$ cat src/rtl/lmad_pkg.sv
// Shared types and constants for the legacy memory attribute decoder.
// Assumes an 8-bit configuration offset space.
package lmad_pkg;

    typedef enum logic [1:0] {
        TGT_DRAM = 2'b00,
        TGT_PCI  = 2'b01,
        TGT_NONE = 2'b10
    } tgt_e;

    typedef enum logic [1:0] {
        WIN_PLAIN = 2'd0,
        WIN_SMRAM = 2'd1,
        WIN_SEG16 = 2'd2,
        WIN_SEG64 = 2'd3
    } win_e;

    localparam logic [1:0] ATTR_RO = 2'd1;
    localparam logic [1:0] ATTR_RW = 2'd3;

    localparam logic [7:0] CFG_UPPER_OFF  = 8'h59;
    localparam logic [7:0] CFG_SEG_BASE   = 8'h5A;
    localparam logic [7:0] CFG_SMRAM_OFF  = 8'h72;
    localparam logic [7:0] SMRAM_RST_VAL  = 8'h02;
    localparam int         SMRAM_SMM_BIT  = 3;
    localparam int         SMRAM_OPEN_BIT = 6;

    localparam logic [19:0] SMRAM_LO  = 20'hA0000;
    localparam logic [19:0] SEG16_LO  = 20'hC0000;
    localparam logic [19:0] SEG64_LO  = 20'hF0000;
    localparam int          SEG16_SHIFT = 14;

endpackage

$ cat src/rtl/lmad_attr_regs.sv
// Attribute register file: the upper-segment byte, the packed 16 KB
// segment bytes (two 2-bit fields per byte, in bits [1:0] and [5:4]) and
// the SMRAM control byte. Assumes NUM_SEG16 <= 12 so offsets stay below 0x60.
module lmad_attr_regs
    import lmad_pkg::*;
#(
    parameter int NUM_SEG16 = 12
) (
    input  logic                      clk,
    input  logic                      rst_n,
    input  logic                      cfg_wr_en,
    input  logic [7:0]                cfg_addr,
    input  logic [7:0]                cfg_wdata,
    output logic [NUM_SEG16-1:0][1:0] seg_attr,
    output logic [1:0]                upper_attr,
    output logic                      smram_smm_en,
    output logic                      smram_open
);
    localparam int NBYTES = (NUM_SEG16 + 1) / 2;

    logic [7:0] upper_q;
    logic [7:0] smram_q;
    logic [NBYTES-1:0][7:0] seg_q;

    // Upper 64 KB segment attribute byte.
    always_ff @(posedge clk) begin
        if (!rst_n)
            upper_q <= 8'h00;
        else if (cfg_wr_en && cfg_addr == CFG_UPPER_OFF)
            upper_q <= cfg_wdata;
    end

    // SMRAM control byte.
    always_ff @(posedge clk) begin
        if (!rst_n)
            smram_q <= SMRAM_RST_VAL;
        else if (cfg_wr_en && cfg_addr == CFG_SMRAM_OFF)
            smram_q <= cfg_wdata;
    end

    for (genvar b = 0; b < NBYTES; b++) begin : g_seg_byte
        localparam logic [7:0] OFF = CFG_SEG_BASE + 8'(b);
        // One packed byte holding two 16 KB segment attributes.
        always_ff @(posedge clk) begin
            if (!rst_n)
                seg_q[b] <= 8'h00;
            else if (cfg_wr_en && cfg_addr == OFF)
                seg_q[b] <= cfg_wdata;
        end
        logic unused_seg_bits;
        assign unused_seg_bits = ^{seg_q[b][7:6], seg_q[b][3:2]};
    end

    for (genvar s = 0; s < NUM_SEG16; s++) begin : g_seg_field
        if (s % 2 == 1) begin : g_odd
            assign seg_attr[s] = seg_q[s/2][5:4];
        end else begin : g_even
            assign seg_attr[s] = seg_q[s/2][1:0];
        end
    end

    if (NUM_SEG16 % 2 == 1) begin : g_pad
        logic unused_pad_bits;
        assign unused_pad_bits = ^seg_q[NBYTES-1][5:4];
    end

    assign upper_attr   = upper_q[5:4];
    assign smram_smm_en = smram_q[SMRAM_SMM_BIT];
    assign smram_open   = smram_q[SMRAM_OPEN_BIT];

    logic unused_ctl_bits;
    assign unused_ctl_bits = ^{upper_q[7:6], upper_q[3:0],
                               smram_q[7], smram_q[5:4], smram_q[2:0]};

endmodule

$ cat src/rtl/lmad_win_decode.sv
// Address window decoder: sorts an address into the plain region, the
// SMRAM window, a 16 KB segment (with its index) or the 64 KB segment.
// Assumes ADDR_W >= 20; any set bit at or above bit 20 is outside 1 MB.
module lmad_win_decode
    import lmad_pkg::*;
#(
    parameter int ADDR_W    = 32,
    parameter int NUM_SEG16 = 12,
    localparam int IDX_W    = (NUM_SEG16 > 1) ? $clog2(NUM_SEG16) : 1
) (
    input  logic [ADDR_W-1:0] addr,
    output win_e              win,
    output logic [IDX_W-1:0]  seg_idx
);
    logic        above_1m;
    logic [19:0] low20;
    logic [5:0]  idx_full;

    if (ADDR_W > 20) begin : g_wide
        assign above_1m = |addr[ADDR_W-1:20];
    end else begin : g_narrow
        assign above_1m = 1'b0;
    end

    assign low20    = addr[19:0];
    assign idx_full = low20[19:SEG16_SHIFT] - SEG16_LO[19:SEG16_SHIFT];

    // Pick the window that contains the address.
    always_comb begin
        win     = WIN_PLAIN;
        seg_idx = IDX_W'(idx_full);
        if (above_1m || low20 < SMRAM_LO)
            win = WIN_PLAIN;
        else if (low20 < SEG16_LO)
            win = WIN_SMRAM;
        else if (low20 >= SEG64_LO)
            win = WIN_SEG64;
        else if (idx_full < 6'(NUM_SEG16))
            win = WIN_SEG16;
        else
            win = WIN_PLAIN;
    end

endmodule

$ cat src/rtl/lmad_route.sv
// Routing logic: turns the decoded window, the attribute fields, the
// SMRAM control bits, SMM and the access direction into a target code
// and a write-suppress flag. Purely combinational.
module lmad_route
    import lmad_pkg::*;
#(
    parameter int NUM_SEG16 = 12,
    localparam int IDX_W    = (NUM_SEG16 > 1) ? $clog2(NUM_SEG16) : 1
) (
    input  win_e                      win,
    input  logic [IDX_W-1:0]          seg_idx,
    input  logic [NUM_SEG16-1:0][1:0] seg_attr,
    input  logic [1:0]                upper_attr,
    input  logic                      smram_smm_en,
    input  logic                      smram_open,
    input  logic                      smm_active,
    input  logic                      is_write,
    output tgt_e                      tgt,
    output logic                      wr_block
);
    logic [1:0] attr;
    logic       smram_to_dram;

    // Select the attribute field of the addressed segment.
    always_comb begin
        attr = 2'd0;
        if (win == WIN_SEG64)
            attr = upper_attr;
        else if (seg_idx < IDX_W'(NUM_SEG16))
            attr = seg_attr[seg_idx];
    end

    assign smram_to_dram = (smm_active && smram_smm_en) || smram_open;

    // Map window and attribute to the target.
    always_comb begin
        tgt      = TGT_DRAM;
        wr_block = 1'b0;
        unique case (win)
            WIN_PLAIN: tgt = TGT_DRAM;
            WIN_SMRAM: tgt = smram_to_dram ? TGT_DRAM : TGT_PCI;
            WIN_SEG16, WIN_SEG64: begin
                if (attr == ATTR_RW) begin
                    tgt = TGT_DRAM;
                end else if (attr == ATTR_RO) begin
                    tgt      = is_write ? TGT_NONE : TGT_DRAM;
                    wr_block = is_write;
                end else begin
                    tgt = TGT_PCI;
                end
            end
            default: tgt = TGT_DRAM;
        endcase
    end

endmodule

$ cat src/rtl/lmad_top.sv
// Legacy memory attribute decoder top: register file, window decode and
// routing, with one output register stage. A result appears one cycle
// after its access; configuration writes act from the following cycle.
module lmad_top
    import lmad_pkg::*;
#(
    parameter int ADDR_W      = 32,
    parameter int MEM_SIZE_MB = 512
) (
    input  logic              clk,
    input  logic              rst_n,
    input  logic              acc_valid,
    input  logic [ADDR_W-1:0] acc_addr,
    input  logic              acc_write,
    input  logic              smm_active,
    input  logic              cfg_wr_en,
    input  logic [7:0]        cfg_addr,
    input  logic [7:0]        cfg_wdata,
    output logic              resp_valid,
    output logic [1:0]        resp_tgt,
    output logic              resp_wr_block,
    output logic [7:0]        mem_size_units
);
    localparam int NUM_SEG16 = 12;
    localparam int IDX_W     = $clog2(NUM_SEG16);
    localparam int MEM_RAW   = MEM_SIZE_MB / 8;
    localparam int MEM_UNITS = (MEM_RAW > 255) ? 255 : MEM_RAW;

    logic [NUM_SEG16-1:0][1:0] seg_attr;
    logic [1:0]                upper_attr;
    logic                      smram_smm_en;
    logic                      smram_open;
    win_e                      win;
    logic [IDX_W-1:0]          seg_idx;
    tgt_e                      tgt;
    logic                      wr_block;

    tgt_e resp_tgt_q;
    logic resp_valid_q;
    logic resp_blk_q;

    lmad_attr_regs #(.NUM_SEG16(NUM_SEG16)) u_regs (
        .clk          (clk),
        .rst_n        (rst_n),
        .cfg_wr_en    (cfg_wr_en),
        .cfg_addr     (cfg_addr),
        .cfg_wdata    (cfg_wdata),
        .seg_attr     (seg_attr),
        .upper_attr   (upper_attr),
        .smram_smm_en (smram_smm_en),
        .smram_open   (smram_open)
    );

    lmad_win_decode #(.ADDR_W(ADDR_W), .NUM_SEG16(NUM_SEG16)) u_dec (
        .addr    (acc_addr),
        .win     (win),
        .seg_idx (seg_idx)
    );

    lmad_route #(.NUM_SEG16(NUM_SEG16)) u_route (
        .win          (win),
        .seg_idx      (seg_idx),
        .seg_attr     (seg_attr),
        .upper_attr   (upper_attr),
        .smram_smm_en (smram_smm_en),
        .smram_open   (smram_open),
        .smm_active   (smm_active),
        .is_write     (acc_write),
        .tgt          (tgt),
        .wr_block     (wr_block)
    );

    // Register the routing result of each access.
    always_ff @(posedge clk) begin
        if (!rst_n) begin
            resp_valid_q <= 1'b0;
            resp_tgt_q   <= TGT_DRAM;
            resp_blk_q   <= 1'b0;
        end else begin
            resp_valid_q <= acc_valid;
            resp_blk_q   <= acc_valid && wr_block;
            if (acc_valid)
                resp_tgt_q <= tgt;
        end
    end

    assign resp_valid     = resp_valid_q;
    assign resp_tgt       = resp_tgt_q;
    assign resp_wr_block  = resp_blk_q;
    assign mem_size_units = 8'(MEM_UNITS);

endmodule

$ cat config.mk
export PLATFORM = sky130hd
export DESIGN_NAME = lmad_top
export DESIGN_NICKNAME = d
export VERILOG_FILES = /design/src/rtl/lmad_pkg.sv /design/src/rtl/lmad_attr_regs.sv /design/src/rtl/lmad_win_decode.sv /design/src/rtl/lmad_route.sv /design/src/rtl/lmad_top.sv
export SDC_FILE = /design/constraint.sdc
export NUM_CORES = 1
export LEC_CHECK = 0
export BUFFER_PORTS_ARGS = -buffer_cell sky130_fd_sc_hd__buf_2
export CORE_ASPECT_RATIO = 0.8
export CORE_UTILIZATION = 51
export DETAILED_ROUTE_END_ITERATION = 10
export PLACE_DENSITY_LB_ADDON = 0.1
export SYNTH_ARGS = -nofsm -noshare
export SYNTH_HDL_FRONTEND = slang
export SYNTH_SLANG_ARGS = --single-unit
$ cat constraint.sdc
create_clock -name clk -period 3.18 [get_ports clk]
set_input_delay 0.318 -clock clk [delete_from_list [all_inputs] [get_ports clk]]
set_output_delay 0.318 -clock clk [all_outputs]
set_load 0.02 [all_outputs]
==> metrics.md, run 1 <==
| Metric | Value |
|---|---|
| Status | finished clean |
| Routed Antenna Nets | 0 |
| Fraction of layout instances using a drive strength above 1 | 22.5% |
| Max-Cap Viols | 0 |
| Post-Route WL | 3.49 mm |
| Final setup fails | 0 |
| Synth warn | 0 |
| Final instance area | 1830 µm² |
| R2r setup slk | 1590 ps |
| Worst hold start | cfg_wdata[3] |
| Crit. End Element | register |
| Die area | 3300 µm² |
| Max Slew Vio Count | 0 |
| VDD IR max | 0.263 mV |
| IO Pins | 66 |
| Largest net degree at the start of global routing | 30 |
| Comb pwr share | 9.3% |
| Number of fillers in the final layout | 241 |
| Worst R2R Path Depth | 5 |
| Synthesized flop and latch total | 32 |
| Cell depth of the worst hold path | 3 |
| Worst-Skew Late Latency | 280 ps |
| Clock Sinks | 32 |
| Leak Pwr | 0.000732 µW |
| CTS root buf | clkbuf_8 |
| Placeable Area | 2830 µm² |
| Critical path launch point type | input pin |
| NetSw | 173 µW |
| Avg Cell Area, Syn | 9.02 µm² |
| PD cells | 406 nW/µm² |
| Crit Reg-Reg Endpoint | resp_tgt[0] |
| Die outline width | 64.0 µm |
| Layout overhead on the synthesized area | 16.4% |
| Placer Congestion | 0.832 |
| Sw frac | 23.4% |
| Share of power burned in registers | 54.3% |
| Placed inst area | 1760 µm² |
| Gate Count Post-Synth | 174 |
| H-tree levels | 2 |
| Post-Synthesis Cell Area | 1570 µm² |
| 1st-iter DRT viols | 70 |
| Drt pass-1 iters | 4 |
| Seq/Total Area, Yosys | 40.8% |
| Clk pwr share | 36.4% |
| CP Class | in -> reg |
| Most frequent cells in the layout | buf_2 (41), dfxtp_1 (32), nand2_1 (22) |
| Number of global-route vias before repair | 1,259 |
| WP data arrival | 1950 ps |
| Input/output buffers | 41 |
| Int Power | 568 µW |
| Period Utilization, post-route | 57.2% |
| Area of the multi-input gates | 861 µm² |
| Min cycle time layout | 1820 ps |
| Hold Path Sink | u_regs.smram_q[3] |
| RSZ-0062 raised after global routing | false |
| FMAX | 550 MHz |
| Reg clk slew, reported paths | 60 ps |
| Gr ovfl total | 0 |
| Sequential cell area | 641 µm² |
| Initial Util | 55.5% |
| Vias | 1,401 |
| Clock Path Buffers | 2 |
| First-pass GRT wire length | 5.52 mm |
| Post-layout net count | 269 |
| CP Data Required Time | 3320 ps |
| DRC Markers | 0 |
| Worst Path Max Fanout | 16 |
| Cts hold-fix bufs | 0 |
| Post-CTS resize count | 0 |
| Setup repair bufs after CTS | 0 |
| Wire length per cell | 13.9 µm |
| Worst r2r src | u_regs.seg_attr[6] |
| Die H | 51.6 µm |
| Final setup skew | 4.10 ps |
| TNS Setup | 0 ps |
| Synth cell types | 32 |
| CTS tree | built |
| Num CTS Buffers | 5 |
| Most common cell after layout, fill and taps aside | buf_2 |
| FP Rows | 17 |
| Overall routing resource usage | 23.0% |
| Ant. Diodes | 0 |
| Initial antenna violation count | 0 |
| Final hold vios | 0 |
| Slew HR | 40.4% |
| Worst slew pin tran | 892 ps |
| Post-DP HPWL | 2.59 mm |
| Via density | 5.58 |
| Hold Crit Class | in -> reg |
kinds of logic after synthesis:
logic type	after synthesis	synth area share, %
and+or+nand+nor	62	18.8
AOI/OAI and AO/OA	46	16.4
DFF	32	40.8
muxes	18	17.7
buffers and inverters	14	5.74
other	2	0.479
power by group through the flow:
| stage | Sequential [µW] | Combinational, µW | Clock [µW] |
|---|---|---|---|
| finish | 402 | 68.8 | 270 |
| floorplan | 412 | 38.1 | 0 |
| global placement | 411 | 65.8 | 0 |
| CTS | 402 | 68.2 | 278 |
| detailed placement | 411 | 68.1 | 0 |
| global route | 402 | 74.1 | 302 |
worst max-delay path by stage:
stage / startpoint / endpoint / slack (ps) / cells past startpoint
2_1_floorplan: acc_addr[15] / resp_tgt[0] / 1550 / 6
3_3_place_gp: cfg_addr[7] / u_regs.seg_attr[8] / 1100 / 6
3_5_place_dp: cfg_addr[7] / u_regs.seg_attr[11] / 1090 / 6
4_1_cts: cfg_addr[7] / u_regs.seg_attr[10] / 1340 / 6
5_1_grt: cfg_addr[7] / u_regs.seg_attr[8] / 1170 / 6
6_report: cfg_addr[7] / u_regs.seg_attr[8] / 1360 / 6
flip-flops by register name (all words and copies together) (netlist names):
signal / count
u_regs.seg_attr: 24
u_regs.upper_q: 2
u_regs.smram_q: 2
resp_tgt: 2
resp_wr_block: 1
resp_valid: 1
cell usage after synthesis:
master     number  share of area [%]
mux4_1          6                 10
nand2_1        22                5.3
mux2i_1        12                7.7
buf_4           8                3.8
and3b_1         1               0.56
o2111ai_1       1               0.56
nor3_2          1               0.64
o31ai_1         1               0.48
inv_1           1               0.24
nor3_1          1               0.32
dfxtp_1        32                 41
a41oi_1         1               0.56
nand4_1         2               0.80
o211ai_1        1               0.48
and4b_1         1               0.64
nor2_1         20                4.8
nor4_1          1               0.40
nor4b_1         1               0.56
nand2b_1        4                1.6
nand3_1         1               0.32
o22ai_1         1               0.40
nand3b_1        2               0.96
a311oi_2        1               0.96
buf_6           1               0.72
and2_1          2               0.80
clkbuf_1        4               0.96
conb_1          2               0.48
or2_1           1               0.40
a21oi_1        19                6.1
o31a_1          1               0.56
o21ai_0        20                6.4
nor2b_1         2               0.80
per-stage QoR:
step                std cells  power [µW]  setup WS [ps]  hold slack [ps]  utilization, %
floorplan                 180         450           1550              432               -
global placement          246         477           1100              455            62.1
detailed placement        246         479           1090              466            62.1
CTS                       251         749           1340              272            64.6
global route              251         778           1170              273            64.6
finish                    251         741           1360              274            64.6
worst max-delay path, stage by stage:
cell and delay [ps]:
buf_2 90, and3b_1 230, nand4_1 480, nor3_2 540, mux2i_1 250, nor2_1 50
layout make-up:
cell class / count / share of cell area, %
repair buffers: 41 / 11.2
multi-input cells: 134 / 47.1
inverters: 1 / 0.205
well taps: 38 / 2.60
flip-flops and latches: 32 / 35.1
clock buffers: 5 / 3.77
routing by layer:
layer	part of all wire [%]	up-vias	track usage, %	wire length [µm]
met5	0	-	0	0
met4	1.1	0	9.47	38
met3	9.1	4	8.33	317
met2	48	65	41.7	1690
met1	41	638	24.5	1450
li1	-	694	-	-
Power figures use the tool's default switching activity.
==> run 2, diff against run 1 <==
- CORE_UTILIZATION: 51 -> 47
- clock period: 3.18 -> 1.9 ns (I/O delays scaled with it)
==> run 2 against run 1 <==
Compared with the run above: sequential share of layout area is 1.6 points lower; clock skew rose by 3.7 ps; via count up 2.9%; sequential power increased by 67%; register-to-register slack got worse by 1300 ps; design area grew 4.9%; cell count is 3.6% higher; total power grew 100%; combinational power increased by 69%; core utilization decreased by 3.3 points; hold slack got worse by 130 ps; die area rose by 8.2%; largest cell class unchanged.
==> metrics.md, run 2 (synthesized netlist as in run 1, its figures left out) <==
| Metric | Value |
|---|---|
| IO Pins | 66 (unchanged) |
| First-pass GRT wire length | 5.75 mm (+4.2%) |
| Post-CTS resize count | 0 (unchanged) |
| Number of fillers in the final layout | 294 (+22%) |
| Max incr delay on CP | 490 ps (-50 ps) |
| Initial antenna violation count | 0 (unchanged) |
| TNS Setup | 0 ps (unchanged) |
| Max reg flops | 24 (unchanged) |
| Period Utilization, post-route | 84.8% |
| Crit-path cells | mux4_1 > mux2i_1 > nor2_1 > or2_1 > a311oi_2 |
| Max Slew Vio Count | 0 (unchanged) |
| Sequential cell area | 641 µm² (unchanged) |
| Area of the multi-input gates | 861 µm² (unchanged) |
| CTS root buf | clkbuf_8 |
| Placed inst area | 1790 µm² (+1.9%) |
| Worst r2r src | u_regs.seg_attr[4] |
| Reg clk slew, reported paths | 70 ps (about the same) |
| Setup repair bufs after CTS | 0 (unchanged) |
| FP Rows | 18 (+1) |
| Vias | 1,442 (+2.9%) |
| Clock Sinks | 32 (unchanged) |
| Min cycle time layout | 1610 ps |
| Final setup fails | 0 (unchanged) |
| RSZ-0062 raised after global routing | false |
| Leak Pwr | 0.000779 µW (+6.4%) |
| Routed Antenna Nets | 0 (unchanged) |
| Worst Path Max Fanout | 2 (-14) |
| Inst Count DP | 252 (+2.4%) |
| Slew HR | 64.5% (+24 points) |
| Max-Cap Viols | 0 (unchanged) |
| Hold Crit Class | in -> reg |
| Final hold vios | 0 (unchanged) |
| Num CTS Buffers | 5 (unchanged) |
| Most common cell after layout, fill and taps aside | buf_2 |
| Most frequent cells in the layout | buf_2 (41), dfxtp_1 (32), nand2_1 (22) |
| Input/output buffers | 41 (unchanged) |
| Via density | 5.55 (-0.64%) |
| Placeable Area | 3130 µm² (+11%) |
| Initial Util | 50.1% (-5.3 points) |
| Die H | 53.7 µm (+4.0%) |
| Worst-Skew Late Latency | 290 ps (about the same) |
| Critical path launch point type | register |
| CP Data Required Time | 2100 ps (-1220 ps) |
| Crit path from | u_regs.seg_attr[4] |
| Post-DP HPWL | 2.71 mm (+4.4%) |
| Final setup skew | 7.80 ps (+3.70 ps) |
| VDD IR max | 0.466 mV (+77%) |
| Worst hold start | acc_valid |
| 1st-iter DRT viols | 32 (-54%) |
| DRC Markers | 0 (unchanged) |
| WP data arrival | 1810 ps (-140 ps) |
| Worst slew pin tran | 529 ps (-363 ps) |
| CTS tree | built |
| Post-layout net count | 273 (+1.5%) |
| Die outline width | 66.6 µm (+4.0%) |
| PD cells | 785 nW/µm² (+93%) |
| CP Class | reg -> reg |
| H-tree levels | 2 (unchanged) |
| Final Non-Filler Cells | 260 (+3.6%) |
| Die area | 3570 µm² (+8.2%) |
| Wire length per cell | 13.9 µm (-0.17%) |
| Crit. End Element | register |
| Largest net degree at the start of global routing | 22 (-27%) |
| Post-Route WL | 3.61 mm (+3.4%) |
| Number of global-route vias before repair | 1,273 (+1.1%) |
| FMAX | 620 MHz |
| Layout overhead on the synthesized area | 22.2% |
| Clock Path Buffers | 2 (unchanged) |
| Final instance area | 1920 µm² (+4.9%) |
| Overall routing resource usage | 22.5% (-0.49 points) |
| Gr ovfl total | 0 (unchanged) |
| Fraction of layout instances using a drive strength above 1 | 25.0% (+2.5 points) |
| Status | finished clean |
| Placer Congestion | 0.838 (+0.78%) |
| Ant. Diodes | 0 (unchanged) |
| Drt pass-1 iters | 6 (+2) |
| CP max-delay cell | mux4_1 |
| Cts hold-fix bufs | 0 (unchanged) |
## run 2: cell count changes in the layout (fill, tap and decap cells not counted), sizes merged
cell    before  now
buf         41   45
bufinv       0    1
clkbuf       5    7
## run 2: layer usage
| metal | vias to the layer above | GRT usage [%] | wire length (µm) |
|---|---|---|---|
| met4 | 0 | 8.51 | 71 |
| met3 | 8 | 6.57 | 263 |
| met1 | 677 | 26.5 | 1610 |
| met5 | - | 0 | 0 |
| li1 | 705 | - | - |
| met2 | 52 | 39.2 | 1670 |
## run 2: worst paths after layout
| check | to | slack [ps] | cells after the start |
|---|---|---|---|
| setup / recovery | resp_tgt[0] | 290 | 5 |
| hold / removal | resp_tgt[1] | 140 | 2 |
| setup reg to reg | resp_tgt[0] | 290 | 5 |
| hold reg to reg | resp_tgt[1] | 470 | 2 |
## run 2: cell type report
type	instances	area share [%]
multi-input cells	134	44.9
flip-flops and latches	32	33.4
repair buffers	45	12.3
clock buffers	7	5.03
well taps	40	2.61
clock inverters	1	1.57
inverters	1	0.196
## run 2: stage by stage
step	power (µW)	hold slack [ps]	util (%)	setup WS (ps)
floorplan	753	304	-	395
global placement	800	425	57.2	172
detailed placement	805	441	57.2	145
CTS	1520	134	61.2	306
global route	1560	144	61.2	211
finish	1500	142	61.2	288
## run 2: power breakdown
group	total (µW)	internal [µW]	switching, µW	leakage (µW)
Sequential	673	672	0.557	0.000258
Combinational	116	44.6	71.8	0.000457
Clock	715	462	253	0.0000645
## run 2: critical path: cells and delay by family (launching register included)
family          cells  cell delay (ps)
flops               1              310
compound gates      1              230
simple gates        2              290
mux                 2              690
==> run 3, diff against run 2 <==
- ABC_AREA: default -> 1
- CORE_UTILIZATION: 47 -> 43
- clock period: 1.9 -> 1.4 ns (I/O delays scaled with it)
==> run 3 against run 2 <==
Compared with the run above: the flow now finishes with violations (DRC); critical path type unchanged; clock power is 35% higher; sequential share of layout area is 1.8 points lower; clock skew is 4.3 ps lower; via count is 7.9% higher; critical endpoint is now resp_tgt[1]; cell count is 27% higher.
==> metrics.md, run 3 <==
| Metric | Value |
|---|---|
| Drt pass-1 iters | 7 (+1) |
| Synth warn | 0 (unchanged) |
| Num CTS Buffers | 5 (unchanged) |
| Seq/Total Area, Yosys | 38.8% (-2.1 points) |
| Commonest cells post-synth | nand2_1 (48), inv_1 (36), dfxtp_1 (32), a21oi_1 (29), nand3_1 (26) |
| Synth cell types | 27 (-16%) |
| Max reg flops | 24 (unchanged) |
| CP Data Required Time | 1570 ps (-530 ps) |
| CP max-delay cell | dfxtp_1 |
| Int Power | 1620 µW (+38%) |
| FP Rows | 19 (+1) |
| Number of global-route vias before repair | 1,372 (+7.8%) |
| Initial Util | 46.7% (-3.5 points) |
| RSZ-0062 raised after global routing | false |
| Overall routing resource usage | 20.5% (-2.0 points) |
| Placer Congestion | 0.833 (-0.63%) |
| FMAX | 922 MHz (+49%) |
| Crit path buffers/inverters | 1 (+1) |
| Via density | 4.70 (-15%) |
| IO Pins | 66 (unchanged) |
| Input/output buffers | 41 (unchanged) |
| Comb pwr share | 10.5% (+2.8 points) |
| H-tree levels | 2 (unchanged) |
| Fraction of layout instances using a drive strength above 1 | 22.1% (-2.9 points) |
| First-pass GRT wire length | 6.38 mm (+11%) |
| TNS Setup | 0 ps (unchanged) |
| Most frequent cells in the layout | nand2_1 (48), buf_2 (41), inv_1 (36) |
| Ys flop type | dfxtp_1 |
| CTS root buf | clkbuf_8 |
| Largest cells by area after synthesis | dfxtp_1 (39%), nand2_1 (11%), a21oi_1 (8.8%) |
| Crit. End Element | register |
| NetSw | 475 µW (+46%) |
| Post-CTS resize count | 0 (unchanged) |
| Worst-Skew Late Latency | 280 ps (about the same) |
| Gr ovfl total | 0 (unchanged) |
| Post-Synthesis Cell Area | 1650 µm² (+5.3%) |
| Ant. Diodes | 0 (unchanged) |
| WP data arrival | 1260 ps (-550 ps) |
| Cts hold-fix bufs | 0 (unchanged) |
| Most used cell, CP | nand2_1 |
| Post-DP HPWL | 2.84 mm (+4.9%) |
| Most common cell after layout, fill and taps aside | nand2_1 |
| Worst slack after detailed placement | 100 ps (-44.5 ps) |
| Die area | 4100 µm² (+15%) |
| Max Slew Vio Count | 0 (unchanged) |
| VDD IR max | 0.824 mV (+77%) |
| Largest net degree at the start of global routing | 28 (+27%) |
| Leak Pwr | 0.000907 µW (+16%) |
| CTS tree | built |
| Layout overhead on the synthesized area | 22.5% |
| Vias | 1,556 (+7.9%) |
| Post-layout net count | 342 (+25%) |
| Final instance area | 2020 µm² (+5.6%) |
| Clock Sinks | 32 (unchanged) |
| Violations in the final reports | DRC |
| Max-Cap Viols | 0 (unchanged) |
| Avg Cell Area, Syn | 6.89 µm² (-24%) |
| FFs w/ async S/R, synth | 0% (unchanged) |
| Gate Count Post-Synth | 240 (+38%) |
| Initial antenna violation count | 0 (unchanged) |
| Most numerous cell in the Yosys netlist | nand2_1 |
| Min cycle time layout | 1080 ps (-528 ps) |
| 1st-iter DRT viols | 61 (+91%) |
| Routed Antenna Nets | 0 (unchanged) |
| Hold WS | 102 ps (-39.5 ps) |
| Post-Route WL | 3.81 mm (+5.5%) |
| Placeable Area | 3540 µm² (+13%) |
| Clock Path Buffers | 2 (unchanged) |
| Wire length per cell | 11.5 µm (-17%) |
| Clk pwr share | 45.9% (-1.6 points) |
| Family with the most delay on the worst path | simple AND/OR/NAND/NOR gates |
| Worst Setup Slack, final | 316 ps (+28.0 ps) |
| Final setup fails | 0 (unchanged) |
| Share of the synthesized area in the top cell type | 38.8% (-2.1 points) |
| Critical path launch point type | register |
| Synthesized flop and latch total | 32 (unchanged) |
| Sw frac | 22.6% (+1.0 points) |
| Placed inst area | 1900 µm² (+6.0%) |
| PD cells | 1040 nW/µm² (+32%) |
| Die outline width | 71.3 µm (+7.1%) |
| CP Class | reg -> reg |
| Post-synth EDFFs | 0 (unchanged) |
| Post-synth top area cell | dfxtp_1 |
| Worst Path Max Fanout | 2 (unchanged) |
| Setup repair bufs after CTS | 0 (unchanged) |
| Final setup skew | 3.45 ps (-4.35 ps) |
| Die H | 57.5 µm (+7.0%) |
| Hold Crit Class | in -> reg |
| Share of power burned in registers | 43.6% (-1.1 points) |
| Status | complete, but fails checks |
| Final hold vios | 0 (unchanged) |
| DRC Markers | 3 (+3) |
| Reg clk slew, reported paths | 70 ps (about the same) |
| Period Utilization, post-route | 77.4% (-7.4 points) |
| Crit-path cells | inv_1 > nand2_1 > nand3_1 > nand2_1 > nand2_1 > a21oi_1 > nor2_1 > nand2_1 > nand2_1 |
| Max incr delay on CP | 310 ps (-180 ps) |
## run 3: cell types whose count changed in the layout (fill, tap and decap cells not counted), sizes merged, moves of 5 or more
| cell | previous run | this run |
|---|---|---|
| mux2i | 12 | 0 |
| nand3 | 1 | 28 |
| inv | 1 | 37 |
| a21oi | 19 | 29 |
| nor2 | 20 | 14 |
| o21ai | 20 | 25 |
| nand2 | 22 | 49 |
| mux4 | 6 | 0 |
## run 3: power groups by stage
stage               combinational (µW)  clock, µW  sequential [µW]
floorplan                          130          0              937
global placement                   219          0              935
detailed placement                 220          0              935
CTS                                221        984              914
global route                       247       1030              914
finish                             221        962              914
## run 3: path summary, 6_finish.rpt
check	from	to	slack, ps	depth (start not counted)
hold / removal	acc_valid	resp_valid	100	3
setup reg to reg	u_regs.seg_attr[3]	resp_tgt[1]	320	9
setup / recovery	u_regs.seg_attr[3]	resp_tgt[1]	320	9
hold reg to reg	u_regs.seg_attr[16]	u_regs.seg_attr[16]	440	2
## run 3: tightest hold or removal path, delay by kind of cell
| kind | cells | cell delay (ps) |
|---|---|---|
| buffers and inverters | 2 | 150 |
| and+or+nand+nor | 1 | 60 |
## run 3: metrics by stage
stage	util (%)	total power (µW)	cells
floorplan	-	1070	246
global placement	53.6	1150	323
detailed placement	53.6	1150	323
CTS	57.2	2120	331
global route	57.2	2190	331
finish	57.2	2100	331
## run 3: cell families after synthesis
group | Yosys count | share of synthesized area, %
AOI/OAI and AO/OA | 57 | 17.6
buffers and inverters | 49 | 13.2
DFF | 32 | 38.8
other | 2 | 0.454
and+or+nand+nor | 100 | 29.9
## run 3: cell type report
cell class,count,area [µm²]
clock buffers,7,96.3
clock inverters,1,30.0
fillers,337,1520
inverters,37,139
multi-input cells,165,816
flip-flops and latches,32,641
well taps,42,52.6
repair buffers,47,250
## run 3: layer usage
metal / global-route usage, % / share of wire (%) / vias up
met5: 0 / 0 / -
li1: - / - / 858
met3: 6.36 / 3.5 / 2
met1: 31.0 / 54 / 670
met4: 5.14 / 0.31 / 0
met2: 27.9 / 42 / 26
